File: config.mk
export PLATFORM = sky130hd
export DESIGN_NAME = vliw_ep_dispatch
export DESIGN_NICKNAME = d
export VERILOG_FILES = /design/src/rtl/vliw_disp_pkg.sv /design/src/rtl/ep_slicer.sv /design/src/rtl/ep_unit_check.sv /design/src/rtl/vliw_ep_dispatch.sv
export SDC_FILE = /design/constraint.sdc
export NUM_CORES = 2
export LEC_CHECK = 0
export BUFFER_PORTS_ARGS = -buffer_cell sky130_fd_sc_hd__buf_4
export CAP_MARGIN = 20
export CORE_ASPECT_RATIO = 1.2
export CORE_UTILIZATION = 40
export DETAILED_ROUTE_END_ITERATION = 12
export HOLD_SLACK_MARGIN = 0.15
export SETUP_SLACK_MARGIN = 0.2
export SLEW_MARGIN = 20
export SYNTH_ARGS = -nofsm -noshare
export SYNTH_HDL_FRONTEND = slang
export SYNTH_SLANG_ARGS = --single-unit
File: constraint.sdc
create_clock -name clk -period 23.7 [get_ports clk]
set_input_delay 4.74 -clock clk [delete_from_list [all_inputs] [get_ports clk]]
set_output_delay 4.74 -clock clk [all_outputs]
set_load 0.005 [all_outputs]
File: src/rtl/vliw_disp_pkg.sv
package vliw_disp_pkg;
  localparam int DEF_LANES  = 8;
  localparam int DEF_IW     = 32;
  localparam int DEF_FU_LSB = 1;
  localparam int DEF_FU_W   = 3;

  // bit 0 of an instruction word chains it to the next slot
  function automatic logic chains(input logic [DEF_IW-1:0] w);
    return w[0];
  endfunction
endpackage

File: src/rtl/ep_slicer.sv
module ep_slicer #(
  parameter int LANES = 8,
  parameter int IW    = 32,
  parameter int PTR_W = $clog2(LANES),
  parameter int CNT_W = $clog2(LANES + 1)
) (
  input  logic                      clk,
  input  logic                      rst,
  input  logic [LANES-1:0][IW-1:0]  fp_words,
  input  logic [PTR_W-1:0]          rd_ptr,
  input  logic [LANES-1:0][IW-1:0]  acc_words,
  input  logic [CNT_W-1:0]          acc_cnt,
  output logic [LANES-1:0][IW-1:0]  lane_words,
  output logic [LANES-1:0]          lane_vld,
  output logic                      done,
  output logic                      too_long,
  output logic [PTR_W-1:0]          last_slot,
  output logic [CNT_W-1:0]          cnt_out
);
  always_comb begin
    int   ln;
    logic stop;
    lane_words = '0;
    lane_vld   = '0;
    done       = 1'b0;
    too_long   = 1'b0;
    last_slot  = '0;
    stop       = 1'b0;
    for (int l = 0; l < LANES; l++) begin
      if (l < int'(acc_cnt)) begin
        lane_words[l] = acc_words[l];
        lane_vld[l]   = 1'b1;
      end
    end
    ln = int'(acc_cnt);
    for (int s = 0; s < LANES; s++) begin
      if (s >= int'(rd_ptr) && !stop && ln < LANES) begin
        lane_words[ln[PTR_W-1:0]] = fp_words[s];
        lane_vld[ln[PTR_W-1:0]]   = 1'b1;
        last_slot = PTR_W'(s);
        if (!fp_words[s][0]) begin
          stop = 1'b1;
          done = 1'b1;
        end else if (ln == LANES - 1) begin
          stop     = 1'b1;
          done     = 1'b1;
          too_long = 1'b1;
        end
        ln = ln + 1;
      end
    end
    cnt_out = CNT_W'(ln);
  end

  // occupied lanes form a contiguous run from lane 0
  p_contig_r2: assert property (@(posedge clk) disable iff (rst)
    done |-> (lane_vld[0] && ((lane_vld & (lane_vld + 1'b1)) == '0)));
  // a too-long close fills every lane
  p_full_r6: assert property (@(posedge clk) disable iff (rst)
    too_long |-> (&lane_vld));
endmodule

File: src/rtl/ep_unit_check.sv
module ep_unit_check #(
  parameter int LANES  = 8,
  parameter int IW     = 32,
  parameter int FU_LSB = 1,
  parameter int FU_W   = 3
) (
  input  logic                     clk,
  input  logic                     rst,
  input  logic [LANES-1:0][IW-1:0] lane_words,
  input  logic [LANES-1:0]         lane_vld,
  output logic                     clash
);
  logic [LANES-1:0][FU_W-1:0] unit_id;

  for (genvar g = 0; g < LANES; g++) begin : g_unit
    assign unit_id[g] = lane_words[g][FU_LSB +: FU_W];
  end

  always_comb begin
    clash = 1'b0;
    for (int i = 0; i < LANES; i++) begin
      for (int j = 0; j < LANES; j++) begin
        if (j > i && lane_vld[i] && lane_vld[j] && unit_id[i] == unit_id[j])
          clash = 1'b1;
      end
    end
  end

  // a packet of at most one instruction can never clash
  p_single_r5: assert property (@(posedge clk) disable iff (rst)
    $onehot0(lane_vld) |-> !clash);
endmodule

File: src/rtl/vliw_ep_dispatch.sv
module vliw_ep_dispatch #(
  parameter int LANES  = vliw_disp_pkg::DEF_LANES,
  parameter int IW     = vliw_disp_pkg::DEF_IW,
  parameter int FU_LSB = vliw_disp_pkg::DEF_FU_LSB,
  parameter int FU_W   = vliw_disp_pkg::DEF_FU_W
) (
  input  logic                  clk,
  input  logic                  rst,
  input  logic                  in_valid,
  output logic                  in_ready,
  input  logic [LANES*IW-1:0]   in_data,
  output logic                  ep_valid,
  input  logic                  ep_ready,
  output logic [LANES-1:0]      ep_lane_vld,
  output logic [LANES*IW-1:0]   ep_words,
  output logic                  ep_unit_clash,
  output logic                  ep_too_long
);
  localparam int PTR_W = $clog2(LANES);
  localparam int CNT_W = $clog2(LANES + 1);

  logic [LANES-1:0][IW-1:0] fp_buf, acc_w, lanes;
  logic                     fp_full;
  logic [PTR_W-1:0]         rd_ptr, last_slot;
  logic [CNT_W-1:0]         acc_cnt, cnt_out;
  logic [LANES-1:0]         vld;
  logic                     done, too_long, clash;

  ep_slicer #(.LANES(LANES), .IW(IW), .PTR_W(PTR_W), .CNT_W(CNT_W)) slicer_i (
    .clk(clk), .rst(rst), .fp_words(fp_buf), .rd_ptr(rd_ptr),
    .acc_words(acc_w), .acc_cnt(acc_cnt), .lane_words(lanes), .lane_vld(vld),
    .done(done), .too_long(too_long), .last_slot(last_slot), .cnt_out(cnt_out)
  );

  ep_unit_check #(.LANES(LANES), .IW(IW), .FU_LSB(FU_LSB), .FU_W(FU_W)) ucheck_i (
    .clk(clk), .rst(rst), .lane_words(lanes), .lane_vld(vld), .clash(clash)
  );

  assign in_ready      = !fp_full;
  assign ep_valid      = fp_full && done;
  assign ep_lane_vld   = ep_valid ? vld : '0;
  assign ep_words      = ep_valid ? lanes : '0;
  assign ep_unit_clash = ep_valid && clash;
  assign ep_too_long   = ep_valid && too_long;

  always_ff @(posedge clk) begin
    if (rst) begin
      fp_full <= 1'b0;
      fp_buf  <= '0;
      rd_ptr  <= '0;
      acc_w   <= '0;
      acc_cnt <= '0;
    end else if (in_valid && in_ready) begin
      fp_buf  <= in_data;
      fp_full <= 1'b1;
      rd_ptr  <= '0;
    end else if (fp_full) begin
      if (done) begin
        if (ep_ready) begin
          acc_w   <= '0;
          acc_cnt <= '0;
          if (last_slot == PTR_W'(LANES - 1)) fp_full <= 1'b0;
          else                                rd_ptr  <= last_slot + 1'b1;
        end
      end else begin
        // chain open at the last slot: keep the fragment, release the row
        acc_w   <= lanes;
        acc_cnt <= cnt_out;
        fp_full <= 1'b0;
      end
    end
  end

  // a presented packet holds under back-pressure
  p_hold_r3: assert property (@(posedge clk) disable iff (rst)
    (ep_valid && !ep_ready) |=> (ep_valid && $stable(ep_words) && $stable(ep_lane_vld)));
  // fetch side stalls while a packet is presented
  p_stall_r9: assert property (@(posedge clk) disable iff (rst)
    ep_valid |-> !in_ready);
  // flags quiet without a packet
  p_quiet_r8: assert property (@(posedge clk) disable iff (rst)
    !ep_valid |-> (!ep_unit_clash && !ep_too_long));
  // reset leaves nothing presented and the fetch side open
  p_reset_r7: assert property (@(posedge clk)
    rst |=> (!ep_valid && in_ready));
endmodule

==> results <==
- Counting flops and latches in the post-synthesis netlist gives 520.
- Buffers inserted during clock tree synthesis total 59.
- In the routed layout, each cell is associated on average with a via count of 6.56.
- The mux share of post-synthesis cell area is 1.55%.
- In this run, post-CTS hold repair placed 0 buffers.
- The final period demand of the worst path is 16950 ps.
- STA puts the critical path data required time at 18960 ps.
- At the end of routability-driven placement, the weighted congestion stood at 1.05.
- Between clock sinks in the finished design, the worst skew comes to 39.0 ps.
- For this run, the number of Yosys warnings is 0.
- The detailed router's first-iteration violation count is 8244.
- The final number of max-transition violations is 0.
- The aggregate routed wire length is 242 mm.
- 528 I/O pins were placed.
- The y dimension of the die is 357 microns.
- The overflow left after global routing is 0.
- Global routing consumed, over all layers together, 43.2% of the routing resources.
- The total of buffers placed on input and output ports is 527.
- The number of nets handed over by synthesis was 7195.
- The maximum ir drop on the vdd rail is 0.0000588 V.
- The clock root buffer is sky130_fd_sc_hd__clkbuf_16.
- The delay contributed by the slowest stage of the critical path is 820 ps.
- The worst register-to-register path has a depth of 30.
- The wire length of the first global-routing pass is 340 mm.
- The detail route stage leaves a number of antenna-violating nets equal to 0.
- Summing the areas of all compound-gate instances in the mapped netlist gives 34.4% of the synthesized area.
- The setup TNS is 0 ps.
- Synthesis produced 6923 cells.
- The kind of end point of the critical path is an output port.
- The clock edge transition at the registers on the reported setup and hold paths is 70 ps.
- Combinational logic is responsible for 13.3% of the overall power.
- The share of power burned in the clock network is 44.7%.
- The sequential share of the synthesized area is 24.7%.
- The timing-limited maximum frequency is 0.0590 GHz.
- For this design the ratio of total power to cell area is 49.8 nW/um^2.
- Entering global routing, the biggest net connects 203 pins.
- The number of endpoints with negative hold slack in the final report is 0.
- The overall die area is 107000 sq um.
- After Yosys synthesis, and, or, nand and nor cells account for 28.0% of the synthesized area.
- The most used flip-flop cell after synthesis is sky130_fd_sc_hd__dfxtp_1.
- The internal power is 1.64 mW.
- The total core area is 104000 sq um.
- Setup repair after global routing left no endpoint under its margin.
- Setup violations remaining at the end of the flow were counted as 0.
- Dividing the detail-routed wire length by the instance count gives 29.6 microns.
- Summed over all nets, the half-perimeter wirelength after detailed placement is 160 mm.
- In this run switching power makes up 31.0% of total power.
- The post-route clock period utilization is 71.5%.
- Measured against its own limit, the worst slew margin works out to 20.6%.
- The count of cell types in the netlist is 94.
- The analysis attributes to cell leakage a power of 18.8 nW.
- The category of the most critical setup path is flip-flop to output port.
- The post-CTS repair timing setup buffer count is 0.
- The arrival time at the worst endpoint is 12210 ps.
- The number of iterations in the first detailed-routing pass is 8.
- Of the total synthesized cell area, the portion taken by full adders, half adders and majority gates is 0.357%.
- For this run, asynchronously set or reset flops after synthesis account for 0%.
- The area share of xor/xnor cells in the synthesized design is 2.21%.
- Of the cells placed in the final design, the portion with a size suffix greater than 1 is 13.7%.
- The actual slew at the worst max-slew pin is 1180 ps.
- Summing over every cut layer, the via total after detailed routing is 53.7k.
- The analysis attributes to net switching a power of 737 uW.
- The register-to-register path setup slack is 12170 ps.
- The H-tree was split into 2 levels.
- The critical path ends at ep_words[255].
- The critical-path cell with the highest stage delay is sky130_fd_sc_hd__buf_4.
- For this run, design rule violations remaining after detail routing come to 0.
- The maximum fanout along the worst path is 78.
- The number of antenna violations at the first check in global routing is 12.
- The area growth from synthesis to layout is 13.6%.
- The worst setup path is launched from a flip-flop.
- Sequential cells account for 42.0% of the total power.
- By area, the combinational part of the netlist is dominated by compound AO/OA/AOI/OAI gates.
- The horizontal extent of the die is 298 microns.
- On the final layout, the worst hold slack is 483 ps.
- The reg-to-reg endpoint is acc_cnt[3]$_SDFFE_PP0P_.
- In this run the core area contains 130 standard-cell rows.
- Max-cap violations in this run came to 0.
- The run finished with clean final reports.
- Once the clock tree was built, the resizer swapped 0 gates to a different size.
- The class of the tightest hold or removal check is flip-flop to flip-flop.
- The startpoint identified for the worst register-to-register timing path is acc_cnt[3]$_SDFFE_PP0P_.
- Counting flops with a built-in enable in the synthesized netlist gives 0.
- Once the floorplan was initialized, standard cells occupied 40.3% of the core.
- The tree built by TritonCTS fans out to 520 sinks.
- The via count of the first global-routing pass is 47.6k.
- In this run the mean area of a mapped cell was 6.08 sq um.
- The netlist area before placement is 42100 sq um.
- Tracing the worst setup path back leads to its startpoint at acc_cnt[3]$_SDFFE_PP0P_.
- After the last flow step, the layout net total stands at 7019.
- The most numerous cell type found on the critical path is sky130_fd_sc_hd__buf_4.
- TritonCTS built the clock tree.
- The clock insertion delay at the later pin of the skew report is 680 ps.
- In this run the deepest clock path goes through 3 buffers.
==> flip-flops by register name, indices dropped and copies added (netlist names) <==
name,cells
acc_w,256
rd_ptr,3
acc_cnt,4
fp_full,1
fp_buf,256
==> power groups by stage <==
| stage | Clock [mW] | Sequential (mW) | Combinational, mW |
|---|---|---|---|
| floorplan | 0 | 0.925 | 0.242 |
| global placement | 0 | 1.01 | 0.307 |
| detailed placement | 0 | 1.01 | 0.308 |
| CTS | 1.07 | 0.994 | 0.309 |
| global route | 1.10 | 0.999 | 0.339 |
| finish | 1.06 | 1.00 | 0.317 |
==> metal layers <==
| metal | vias to the layer above | part of all wire (%) | GRT usage, % |
|---|---|---|---|
| li1 | 23677 | - | - |
| met4 | 18 | 8.8 | 31.5 |
| met2 | 4104 | 42 | 64.6 |
| met3 | 1088 | 13 | 11.0 |
| met1 | 24821 | 37 | 53.8 |
| met5 | - | 0.050 | 0 |
==> worst min path at each step <==
stage | from | end | slack [ps] | cells past startpoint
2_1_floorplan | acc_w[0]$_SDFFE_PP0P_ | acc_w[0]$_SDFFE_PP0P_ | 450 | 2
3_3_place_gp | acc_w[73]$_SDFFE_PP0P_ | acc_w[73]$_SDFFE_PP0P_ | 460 | 2
3_5_place_dp | acc_w[93]$_SDFFE_PP0P_ | acc_w[93]$_SDFFE_PP0P_ | 470 | 2
4_1_cts | acc_w[59]$_SDFFE_PP0P_ | acc_w[59]$_SDFFE_PP0P_ | 490 | 2
5_1_grt | acc_w[165]$_SDFFE_PP0P_ | acc_w[165]$_SDFFE_PP0P_ | 500 | 2
6_report | acc_w[173]$_SDFFE_PP0P_ | acc_w[173]$_SDFFE_PP0P_ | 480 | 2
==> layout by cell type, fill, tap and decap left out, types with 29 or more instances in the layout <==
cell type	count
sky130_fd_sc_hd__a211oi_1	342
sky130_fd_sc_hd__a21oi_1	1147
sky130_fd_sc_hd__a221oi_1	29
sky130_fd_sc_hd__a222oi_1	64
sky130_fd_sc_hd__a22oi_1	95
sky130_fd_sc_hd__buf_4	656
sky130_fd_sc_hd__clkbuf_16	59
sky130_fd_sc_hd__dfxtp_1	519
sky130_fd_sc_hd__nand2_1	1056
sky130_fd_sc_hd__nand3_1	269
sky130_fd_sc_hd__nand4_1	34
sky130_fd_sc_hd__nor2_1	1401
sky130_fd_sc_hd__o211ai_1	186
sky130_fd_sc_hd__o21ai_0	437
sky130_fd_sc_hd__xnor2_1	81
==> Yosys cell counts, types with 5 or more instances <==
master | n | share of area, %
sky130_fd_sc_hd__nor3_1 | 33 | 0.39
sky130_fd_sc_hd__and3_1 | 11 | 0.16
sky130_fd_sc_hd__xor2_1 | 15 | 0.31
sky130_fd_sc_hd__nand2b_1 | 6 | 0.089
sky130_fd_sc_hd__o21ai_0 | 437 | 5.2
sky130_fd_sc_hd__o21ai_1 | 6 | 0.071
sky130_fd_sc_hd__or3_1 | 12 | 0.18
sky130_fd_sc_hd__mux2i_2 | 15 | 0.49
sky130_fd_sc_hd__nand4_1 | 34 | 0.51
sky130_fd_sc_hd__nor2_1 | 1413 | 13
sky130_fd_sc_hd__a222oi_1 | 64 | 1.5
sky130_fd_sc_hd__dfxtp_1 | 520 | 25
sky130_fd_sc_hd__nand3_1 | 279 | 3.3
sky130_fd_sc_hd__nand4b_1 | 7 | 0.15
sky130_fd_sc_hd__a221oi_1 | 29 | 0.60
sky130_fd_sc_hd__a21oi_1 | 1151 | 14
sky130_fd_sc_hd__o211a_1 | 5 | 0.12
sky130_fd_sc_hd__mux2_2 | 27 | 0.72
sky130_fd_sc_hd__buf_2 | 8 | 0.095
sky130_fd_sc_hd__buf_1 | 60 | 0.54
sky130_fd_sc_hd__nand2_1 | 1064 | 9.5
sky130_fd_sc_hd__mux2i_1 | 6 | 0.14
sky130_fd_sc_hd__o2111ai_1 | 7 | 0.15
sky130_fd_sc_hd__a21oi_2 | 6 | 0.12
sky130_fd_sc_hd__buf_4 | 43 | 0.77
sky130_fd_sc_hd__clkbuf_1 | 731 | 6.5
sky130_fd_sc_hd__a211o_1 | 6 | 0.12
sky130_fd_sc_hd__inv_1 | 16 | 0.14
sky130_fd_sc_hd__a31oi_1 | 11 | 0.16
sky130_fd_sc_hd__inv_2 | 7 | 0.062
sky130_fd_sc_hd__ha_1 | 12 | 0.36
sky130_fd_sc_hd__o211ai_1 | 186 | 3.3
sky130_fd_sc_hd__a211oi_1 | 342 | 6.1
sky130_fd_sc_hd__o31ai_1 | 5 | 0.089
sky130_fd_sc_hd__nor4_1 | 19 | 0.28
sky130_fd_sc_hd__clkbuf_2 | 52 | 0.62
sky130_fd_sc_hd__o31a_1 | 5 | 0.10
sky130_fd_sc_hd__xnor2_1 | 81 | 1.7
sky130_fd_sc_hd__a22oi_1 | 95 | 1.7
==> cells by family (layout without fill, tap and decap cells) <==
family	after synthesis	in the layout
buf+inv	919	790
simple gates	2915	2915
fa+ha+maj	12	12
mux	52	52
other cells	0	4
xor+xnor	100	100
compound gates	2405	2405
flops	520	520
==> worst max-delay path, delay by kind of cell, from the launching register on <==
kind	cells	cell delay, ps
AO/OA/AOI/OAI	11	3810
adder cells (fa/ha/maj)	4	1510
buffers and inverters	7	3100
flip-flops	1	350
multiplexers	1	500
AND/OR/NAND/NOR	6	2140
==> through the flow <==
| stage | instance area, sq um | instances | setup slack [ps] | util [%] | power, mW |
|---|---|---|---|---|---|
| after floorplan | 42100 | 6923 | 10740 | - | 1.17 |
| after global placement | 45600 | 8072 | 7570 | 43.7 | 1.32 |
| after detailed placement | 45600 | 8072 | 7520 | 43.7 | 1.32 |
| after CTS | 47800 | 8180 | 6820 | 45.8 | 2.37 |
| after global routing | 47800 | 8181 | 6280 | 45.8 | 2.44 |
| final | 47800 | 8184 | 6750 | 45.8 | 2.38 |
==> final cells by class <==
type | count | area, sq um
clock buffers | 75 | 1610
flip-flops and latches | 520 | 10400
inverters | 23 | 86.3
fillers | 11190 | 56600
well taps | 1386 | 1730
diodes | 4 | 10.0
multi-input cells | 5484 | 28400
repair buffers | 659 | 4980
clock inverters | 33 | 569
(Power assumes the default switching activity.)
